[config.mk]
export PLATFORM = sky130hd
export DESIGN_NAME = rtcMatchTimer
export DESIGN_NICKNAME = d
export VERILOG_FILES = /design/src/rtl/rtcPkg.sv /design/src/rtl/rtcSync.sv /design/src/rtl/rtcCtl.sv /design/src/rtl/rtcDp.sv /design/src/rtl/rtcMatchTimer.sv
export SDC_FILE = /design/constraint.sdc
export NUM_CORES = 1
export LEC_CHECK = 0
export CORE_MARGIN = 2
export CORE_UTILIZATION = 35
export DETAILED_ROUTE_END_ITERATION = 8
export HOLD_SLACK_MARGIN = 0.03
export PLACE_DENSITY = 0.66
export SLEW_MARGIN = 20
export SYNTH_ARGS = -nofsm -noshare
export SYNTH_HDL_FRONTEND = slang
export SYNTH_SLANG_ARGS = --single-unit
[constraint.sdc]
create_clock -name clk -period 1.7 [get_ports clk]
set_input_delay 0.34 -clock clk [delete_from_list [all_inputs] [get_ports clk]]
set_output_delay 0.34 -clock clk [all_outputs]
set_load 0.05 [all_outputs]
[src/rtl/rtcPkg.sv]
package rtcPkg;
  localparam logic [2:0] MODE_RTC = 3'b001;

  typedef struct packed {
    logic cntInc;
    logic cntClr;
    logic statSet;
    logic statClr;
  } rtcStrobe_t;
endpackage

[src/rtl/rtcSync.sv]
module rtcSync #(
  parameter int STAGES = 2
) (
  input  logic clk,
  input  logic rstN,
  input  logic asyncIn,
  output logic syncOut
);
  logic [STAGES-1:0] chain;

  generate
    if (STAGES == 1) begin : gSingle
      always_ff @(posedge clk or negedge rstN)
        if (!rstN) chain <= '0;
        else       chain <= asyncIn;
    end else begin : gMulti
      always_ff @(posedge clk or negedge rstN)
        if (!rstN) chain <= '0;
        else       chain <= {chain[STAGES-2:0], asyncIn};
    end
  endgenerate

  assign syncOut = chain[STAGES-1];
endmodule

[src/rtl/rtcCtl.sv]
module rtcCtl
  import rtcPkg::*;
(
  input  logic       clk,
  input  logic       rstN,
  input  logic       refSync,
  input  logic [2:0] cfgMode,
  input  logic       timerEn,
  input  logic       rtcEn,
  input  logic       atMatch,
  input  logic       clrStatus,
  output rtcStrobe_t strobe
);
  logic prevLvl;
  logic tick;
  logic active;

  always_ff @(posedge clk or negedge rstN)
    if (!rstN) prevLvl <= 1'b0;
    else       prevLvl <= refSync;

  assign tick   = refSync & ~prevLvl;
  assign active = timerEn & rtcEn & (cfgMode == MODE_RTC);

  always_comb begin
    strobe.cntInc  = tick & active & ~atMatch;
    strobe.cntClr  = tick & active & atMatch;
    strobe.statSet = tick & active & atMatch;
    strobe.statClr = clrStatus;
  end
endmodule

[src/rtl/rtcDp.sv]
module rtcDp
  import rtcPkg::*;
#(
  parameter int CNT_W = 32
) (
  input  logic             clk,
  input  logic             rstN,
  input  rtcStrobe_t       strobe,
  input  logic [CNT_W-1:0] matchVal,
  input  logic             intMask,
  output logic [CNT_W-1:0] count,
  output logic             atMatch,
  output logic             matchStatus,
  output logic             irq
);
  localparam logic [CNT_W-1:0] ONE = CNT_W'(1);

  always_ff @(posedge clk or negedge rstN)
    if (!rstN)              count <= '0;
    else if (strobe.cntClr) count <= '0;
    else if (strobe.cntInc) count <= count + ONE;

  always_ff @(posedge clk or negedge rstN)
    if (!rstN)               matchStatus <= 1'b0;
    else if (strobe.statSet) matchStatus <= 1'b1;
    else if (strobe.statClr) matchStatus <= 1'b0;

  assign atMatch = (count == matchVal);
  assign irq     = matchStatus & intMask;
endmodule

[src/rtl/rtcMatchTimer.sv]
module rtcMatchTimer
  import rtcPkg::*;
#(
  parameter int CNT_W       = 32,
  parameter int SYNC_STAGES = 2
) (
  input  logic             clk,
  input  logic             rstN,
  input  logic [2:0]       cfgMode,
  input  logic             timerEn,
  input  logic             rtcEn,
  input  logic [CNT_W-1:0] matchVal,
  input  logic             intMask,
  input  logic             clrStatus,
  input  logic             refClkIn,
  output logic [CNT_W-1:0] count,
  output logic             matchStatus,
  output logic             irq
);
  logic       refSync;
  logic       atMatch;
  rtcStrobe_t strobe;

  rtcSync #(.STAGES(SYNC_STAGES)) uSync (
    .clk(clk), .rstN(rstN), .asyncIn(refClkIn), .syncOut(refSync)
  );

  rtcCtl uCtl (
    .clk(clk), .rstN(rstN), .refSync(refSync), .cfgMode(cfgMode),
    .timerEn(timerEn), .rtcEn(rtcEn), .atMatch(atMatch),
    .clrStatus(clrStatus), .strobe(strobe)
  );

  rtcDp #(.CNT_W(CNT_W)) uDp (
    .clk(clk), .rstN(rstN), .strobe(strobe), .matchVal(matchVal),
    .intMask(intMask), .count(count), .atMatch(atMatch),
    .matchStatus(matchStatus), .irq(irq)
  );
endmodule

After elaboration in Yosys (flattened, before gate mapping)
Cells that the tools add are included.
{"block": "word_totals", "word_cells": 22, "ram_bits": 0, "in_bits": 42, "latchBits": 0, "romBits": 0, "mem_count": 0, "regBits": 36}
{"block": "op_classes", "eq_ne": 2, "n_lt_le_gt_ge": 0, "n_div": 0, "shifts": 0, "addsub": 1, "muxes": 4, "n_mul": 0, "bitwise": 9, "n_reduce_logical": 2}
{"op": "$mux 32", "n": 2}
{"op": "$add 32x1->32 const B", "n": 1}
{"op": "$eq 32x32->1", "n": 1}
{"op": "$and 1x1->1", "n": 7}
{"op": "$reduce_bool 2->1", "n": 2}
{"op": "$eq 3x1->1 const B", "n": 1}
{"op": "$mux 1", "n": 2}
{"op": "$not 1->1", "n": 2}

Longest topological paths before layout
Gate-level depths: netlist of the first run.
{"block": "logic_depth", "word_depth": 6, "ltp_mapped": 8, "depth_no_buf": 6}

Hierarchy
From an unflattened synthesis of the first run, not the netlist that was laid out.
{"block": "unflattened", "cells_unflattened": 240, "hier_area_um2": 2229.6}
{"module": "rtcDp", "n_inst": 1, "area_per_inst_um2": 2108.3, "cells_per_inst": 230, "seq_area_each_um2": 825.8}
{"module": "rtcCtl", "n_inst": 1, "area_per_inst_um2": 71.3, "cells_per_inst": 8, "seq_area_each_um2": 25.0}
{"module": "rtcSync", "n_inst": 1, "area_per_inst_um2": 50.0, "cells_per_inst": 2, "seq_area_each_um2": 50.0}

Worst setup path after synthesis of the first run
Ideal clock, no wire load.
{"block": "synth_path", "path_type": "register to register", "from": "reg uDp.count[0]", "to": "reg uDp.count[24]", "path_slack_ps": -504, "t_arrival_ps": 2068, "period_less_slack_ps": 2204, "path_stages_with_launch": 8, "required_time_ps": 1565, "path_buffers": 1, "path_cell_list": "dfrtp_1 ha_1 nand2_1 or3_1 buf_2 nor4_2 xnor2_1 a21oi_2"}
{"block": "synth_between", "elab_chain_cells": 4}
{"element": "start: declaration", "line_no": "rtcDp.sv:11", "source": "output logic [CNT_W-1:0] count,"}
{"element": "start signal: assignment", "line_no": "rtcDp.sv:21", "source": "else if (strobe.cntInc) count <= count + ONE;"}
{"element": "branches (longest 4 deep; another with $add 32x1->32)"}
Several ways; the timed one is not identified. The select of a mux whose other input is x is not followed.
A chain may end at the register's enable or synchronous reset.

Final worst setup path of the first run
{"block": "layout_path", "from": "in matchVal[15]", "to": "reg uDp.count[25]"}
{"block": "layout_between", "elab_chain_cells": 4}
{"element": "start: declaration", "line_no": "rtcMatchTimer.sv:12", "source": "input logic [CNT_W-1:0] matchVal,"}
{"element": "$eq 32x32->1 *", "line_no": "rtcDp.sv:28", "source": "assign atMatch = (count == matchVal);"}
{"element": "$not 1->1", "line_no": "rtcCtl.sv:26", "source": "strobe.cntInc = tick & active & ~atMatch;"}
{"element": "$and 1x1->1", "line_no": "rtcCtl.sv:26"}
{"element": "$reduce_bool 2->1 (no line)"}
Mark *: on every way between the ends. The rest lies on a longest branch, timed or not.

==> impl_metrics.json, run 1 <==
{
  "status": "finished with violations",
  "failed_checks": "setup timing",
  "drt_pass1_iterations": 4,
  "areaGrowthSynthToFinish_pct": 79.2,
  "maxCapViolCount": 0,
  "htreeDepth": 2,
  "routed_wl_um": 7980,
  "seq_area_frac_synth": 0.379,
  "synth_edf_count": 0,
  "slew_headroom": 0.750,
  "core_area_sq_um": 6680,
  "grt_overflow": 0,
  "final_hold_viol_count": 0,
  "crit_arrival_ns": 2.00,
  "endpoint_kind": "register",
  "via_per_inst": 5.21,
  "dp_hpwl_um": 6090,
  "die-area_sq_um": 7480,
  "grt_pass1_vias": 2599,
  "vias": 2506,
  "drive_gt1_frac": 0.506,
  "grt_pass1_wl_um": 13000,
  "nets": 443,
  "critPathKind": "input port to register",
  "cp_max_fo": 7,
  "yosysMostFrequentCell": "dfrtp_1",
  "power_density_nw_per_um2": 417,
  "numPortBuffers": 75,
  "hold_path_class": "register to register",
  "diodes": 0,
  "synth_area_per_cell_sq_um": 9.37,
  "ys_top_cells_by_area": "dfrtp_1, xor2_1, xnor2_1",
  "holdWs_ns": 0.361,
  "async_reset_ff_frac": 1.00,
  "final_util": 0.638,
  "synth-main-ff-cell": "dfrtp_1",
  "cts_hold_buffers": 0,
  "cts_tree": "done",
  "synth-warning-count": 0,
  "cts_root_buf": "clkbuf_8",
  "finalPower_uw": 1780,
  "rsz0062_at_grt": "yes",
  "final_area_sq_um": 4260,
  "place_area_sq_um": 3940,
  "die_w_um": 86.5,
  "post-route-period-util": 1.08,
  "antenna_left": 0,
  "antenna_found_initial": 0,
  "ys_seq_elements": 36,
  "grt_usage": 0.223,
  "max_freq_ghz": 0.545,
  "required_ns": 1.86,
  "numClockSinks": 36,
  "maxSlewViolCount": 0,
  "path_clk_slew_ns": 0.07,
  "chipHeight_um": 86.5,
  "worst_pin_slew_ns": 0.372,
  "synth_top_area_share": 0.379,
  "synth_area_leader_cell": "dfrtp_1",
  "grt_max_degree": 37,
  "start_kind": "input port",
  "syn_inst": 254,
  "insertion_delay_ns": 0.29,
  "fin_worst_skew_ns": 0.00805,
  "drc": 0,
  "peakVddDrop_mv": 0.221,
  "drt_iter0_markers": 118,
  "worst_slack_ns": -0.136,
  "synth_cell_type_count": 46,
  "row_count": 30,
  "start_util": 0.356,
  "wl_per_cell_um": 16.6,
  "ios": 76,
  "numCtsBuffers": 5,
  "period_needed_ns": 1.84,
  "syn-num-nets": 297,
  "globalplace.congestion": 0.915,
  "synth_common_cells": "dfrtp_1, xor2_1, nand2_1",
  "mappedNetlistArea_sq_um": 2380,
  "p_leak_uw": 0.00185,
  "setup_violations": 33,
  "cts_buffer_depth": 2
}
-- state kept, by name, summed over array words and instances (netlist names) --
signal           count
uCtl.prevLvl         1
uDp.count           32
uDp.matchStatus      1
uSync.chain          2
-- per-stage QoR --
stage | cells | setup TNS (ns) | setup WS (ns)
2_1_floorplan | 254 | -4.92 | -0.222
3_3_place_gp | 468 | -14.94 | -0.484
3_5_place_dp | 468 | -15.45 | -0.535
4_1_cts | 481 | -2.79 | -0.124
5_1_grt | 481 | -6.70 | -0.241
6_report | 481 | -3.25 | -0.136
-- worst paths after layout --
path	start	end	slack (ns)	cells past startpoint
worst min register to register	uSync.chain[0]$_DFF_PN0_	uSync.chain[1]$_DFF_PN0_	0.36	0
worst max-delay path	matchVal[15]	uDp.count[25]$_DFFE_PN0P_	-0.14	7
max in group asynchronous	rstN	uDp.count[29]$_DFFE_PN0P_	1.06	2
min in group asynchronous	rstN	uDp.count[21]$_DFFE_PN0P_	0.43	2
worst min-delay path	uSync.chain[0]$_DFF_PN0_	uSync.chain[1]$_DFF_PN0_	0.36	0
worst max register to register	uDp.count[1]$_DFFE_PN0P_	uDp.count[25]$_DFFE_PN0P_	-0.11	6
-- timing repair --
item	in CTS	in global routing
cloned	1	0
setup buffers	4	0
endpoints found under the setup margin	33	33
gates resized for setup	42	16
pin swaps	23	14
endpoints found under the hold margin	0	0
-- critical path, stage by stage --
cell and delay (ns):
clkdlybuf4s50_1 0.41, xor2_1 0.20, nor4_2 0.30, nand4_1 0.24, nor2_4 0.23, buf_6 0.18
a22oi_2 0.08
-- layout make-up --
cell class | count | area (sq um)
Sequential cell | 36 | 940
Tap cell | 80 | 100
Inverter | 6 | 22.5
Fill cell | 540 | 2420
Timing Repair Buffer | 151 | 1470
Clock buffer | 8 | 80.1
Multi-Input combinational cell | 200 | 1650
-- cell families (layout without fill, tap and decap cells) --
| group | Yosys count | in the layout | synth area share |
|---|---|---|---|
| AND/OR/NAND/NOR | 103 | 103 | 0.277 |
| XOR/XNOR | 51 | 51 | 0.188 |
| AO/OA/AOI/OAI | 43 | 43 | 0.108 |
| flip-flops | 36 | 36 | 0.379 |
| buffers and inverters | 18 | 165 | 0.0352 |
| multiplexers | 2 | 2 | 0.00841 |
| adder cells (fa/ha/maj) | 1 | 1 | 0.00526 |
-- routing by layer --
metal	up-vias	GRT usage	wire, um
li1	1212	-	-
met1	1231	0.293	3470
met2	54	0.392	4130
met3	9	0.0324	296
met4	0	0.0440	77
met5	-	0	0
-- cell usage in the layout, fill, tap and decap left out, drive strengths merged, types with 2 or more instances in the layout --
cell             n
nor3b            3
clkdlybuf4s50   31
inv              6
a21oi           20
nand2           24
nor3             9
nor2             6
o21ai           11
mux2i            2
or3              4
nand4           11
xor2            34
a22oi            2
dlygate4sd2      9
buf            110
dfrtp           36
and4             5
nor4            21
and2             5
nand3            9
o22ai            5
xnor2           17
clkbuf           8
-- where the power goes --
part / total, uW / switching [uW] / internal [uW]
Clock: 598 / 306 / 291
Sequential: 884 / 15.9 / 869
Combinational: 295 / 132 / 163
Total: 1780 / 454 / 1320
Note: power is estimated with default switching activity, not from simulation.
==> run 2, diff against run 1 <==
--- a/config.mk
+++ b/config.mk
@@ -7,6 +7,7 @@
 export LEC_CHECK = 0
 export CORE_MARGIN = 2
 export CORE_UTILIZATION = 35
+export CTS_BUF_LIST = sky130_fd_sc_hd__clkbuf_16
 export DETAILED_ROUTE_END_ITERATION = 8
 export HOLD_SLACK_MARGIN = 0.03
 export PLACE_DENSITY = 0.66
==> run 2 against run 1 <==
Net effect:
- via count increased by 2.5%
- clock power increased by 43%
- non-clock buffer count is 3 higher
- critical path type unchanged
- total power rose by 15%
- the run still ends with setup timing left
- clock skew shrank 0.0034 ns
==> impl_metrics.json, run 2 (synthesis results as in run 1) <==
{
  "status": "finished with violations",
  "failed_checks": "setup timing",
  "drt_iter0_markers": 150,
  "htreeDepth": 2,
  "cp_max_fo": 4,
  "top_register": "uDp.count",
  "use_met3": 0.0505,
  "post-route-period-util": 1.08,
  "gr-max-usage-layer": "met2",
  "insertion_delay_ns": 0.28,
  "final_hold_viol_count": 0,
  "row_count": 30,
  "critPathKind": "input port to register",
  "grt_use_met1": 0.295,
  "place_ws_ns": -0.535,
  "peakVddDrop_mv": 0.350,
  "numPortBuffers": 75,
  "wl_per_cell_um": 17.4,
  "numCtsBuffers": 5,
  "final_common_cell": "buf_4",
  "max_freq_ghz": 0.546,
  "cts_hold_buffers": 0,
  "start_util": 0.356,
  "core_area_sq_um": 6680,
  "min_path_cells": 0,
  "crit_path_max_incr_delay_ns": 0.47,
  "power_density_nw_per_um2": 454,
  "hold_path_class": "register to register",
  "path_clk_slew_ns": 0.05,
  "path_buf_inv": 1,
  "vias": 2568,
  "nets": 446,
  "setup_violations": 32,
  "routed_wl_um": 8410,
  "slew_headroom": 0.785,
  "holdWs_ns": 0.355,
  "numClockSinks": 36,
  "period_needed_ns": 1.83,
  "fin_worst_skew_ns": 0.00464,
  "cts_root_buf": "clkbuf_16",
  "start_kind": "input port",
  "required_ns": 1.89,
  "endpoint_kind": "register",
  "cts_buffer_depth": 2,
  "largest_reg_flops": 32,
  "drt_pass1_iterations": 4,
  "path_cells": "clkdlybuf4s50_1, and4b_2, nand2_2, or3_4, or3_1, a22oi_2",
  "crit_arrival_ns": 2.03,
  "die_w_um": 86.5,
  "dp_hpwl_um": 6090,
  "globalplace.congestion": 0.915,
  "worst_slack_ns": -0.133,
  "most-common-layout-cells": "buf_4, dfrtp_2, xor2_1",
  "grt_pass1_vias": 2554,
  "antenna_left": 0,
  "grt_pass1_wl_um": 12900,
  "areaGrowthSynthToFinish_pct": 89.2,
  "via_per_inst": 5.31,
  "worst_pin_slew_ns": 0.319,
  "diodes": 0,
  "drive_gt1_frac": 0.545,
  "rsz0062_at_grt": "yes",
  "p_leak_uw": 0.00203,
  "grt_util_met2": 0.379,
  "path_depth": 6,
  "grt_usage": 0.223,
  "cts_tree": "done",
  "grt_max_degree": 37,
  "die-area_sq_um": 7480,
  "critical-path-top-delay-family": "simple AND/OR/NAND/NOR gates",
  "maxSlewViolCount": 0,
  "top_regs": "uDp.count x32, uSync.chain x2",
  "final_util": 0.674,
  "r2r_cells": 5,
  "chipHeight_um": 86.5,
  "slowest_stage": "clkdlybuf4s50_1",
  "grt_overflow": 0,
  "maxCapViolCount": 0,
  "ios": 76,
  "antenna_found_initial": 0,
  "drc": 0
}
[run 2: per-layer routing]
layer	routed length (um)	vias up	share of wire
li1	-	1211	-
met1	3610	1281	0.43
met2	4290	66	0.51
met3	398	10	0.047
met4	116	0	0.014
met5	0	-	0
[run 2: where the power goes]
group / internal, uW / total (uW) / switching [uW]
clock network: 526 / 857 / 331
logic: 163 / 299 / 135
registers: 870 / 886 / 15.6
[run 2: what timing repair did]
item,4_1_cts,5_1_grt
gates resized for setup,35,53
gates cloned,2,1
endpoints found under the hold margin,0,0
pin swaps,27,29
buffers inserted,3,2
endpoints found under the setup margin,33,33
[run 2: worst paths after layout]
check                                            end  slack, ns                startpoint
max in group asynchronous   uDp.count[8]$_DFFE_PN0P_       1.05                      rstN
min in group asynchronous  uDp.count[21]$_DFFE_PN0P_       0.45                      rstN
min reg2reg                 uSync.chain[1]$_DFF_PN0_       0.36  uSync.chain[0]$_DFF_PN0_
min                         uSync.chain[1]$_DFF_PN0_       0.36  uSync.chain[0]$_DFF_PN0_
max reg2reg                uDp.count[25]$_DFFE_PN0P_      -0.11  uDp.count[5]$_DFFE_PN0P_
max                        uDp.count[25]$_DFFE_PN0P_      -0.13                     rtcEn
[run 2: per-stage QoR]
stage	area [sq um]	std cells	setup TNS [ns]	total power, uW
5_1_grt	4500	484	-4.45	2130
2_1_floorplan	2530	254	-4.92	984
3_3_place_gp	3940	468	-14.94	1190
3_5_place_dp	3940	468	-15.45	1190
6_report	4500	484	-2.27	2040
4_1_cts	4220	481	-2.89	2040
[run 2: area by class of cell]
| type | count | area, sq um |
|---|---|---|
| sequential | 36 | 940 |
| clock buffer | 5 | 125 |
| clock inverter | 3 | 11.3 |
| tap | 80 | 100 |
| timing repair buffer | 154 | 1550 |
| fill | 489 | 2180 |
| multi-input combinational | 200 | 1750 |
| inverter | 6 | 22.5 |
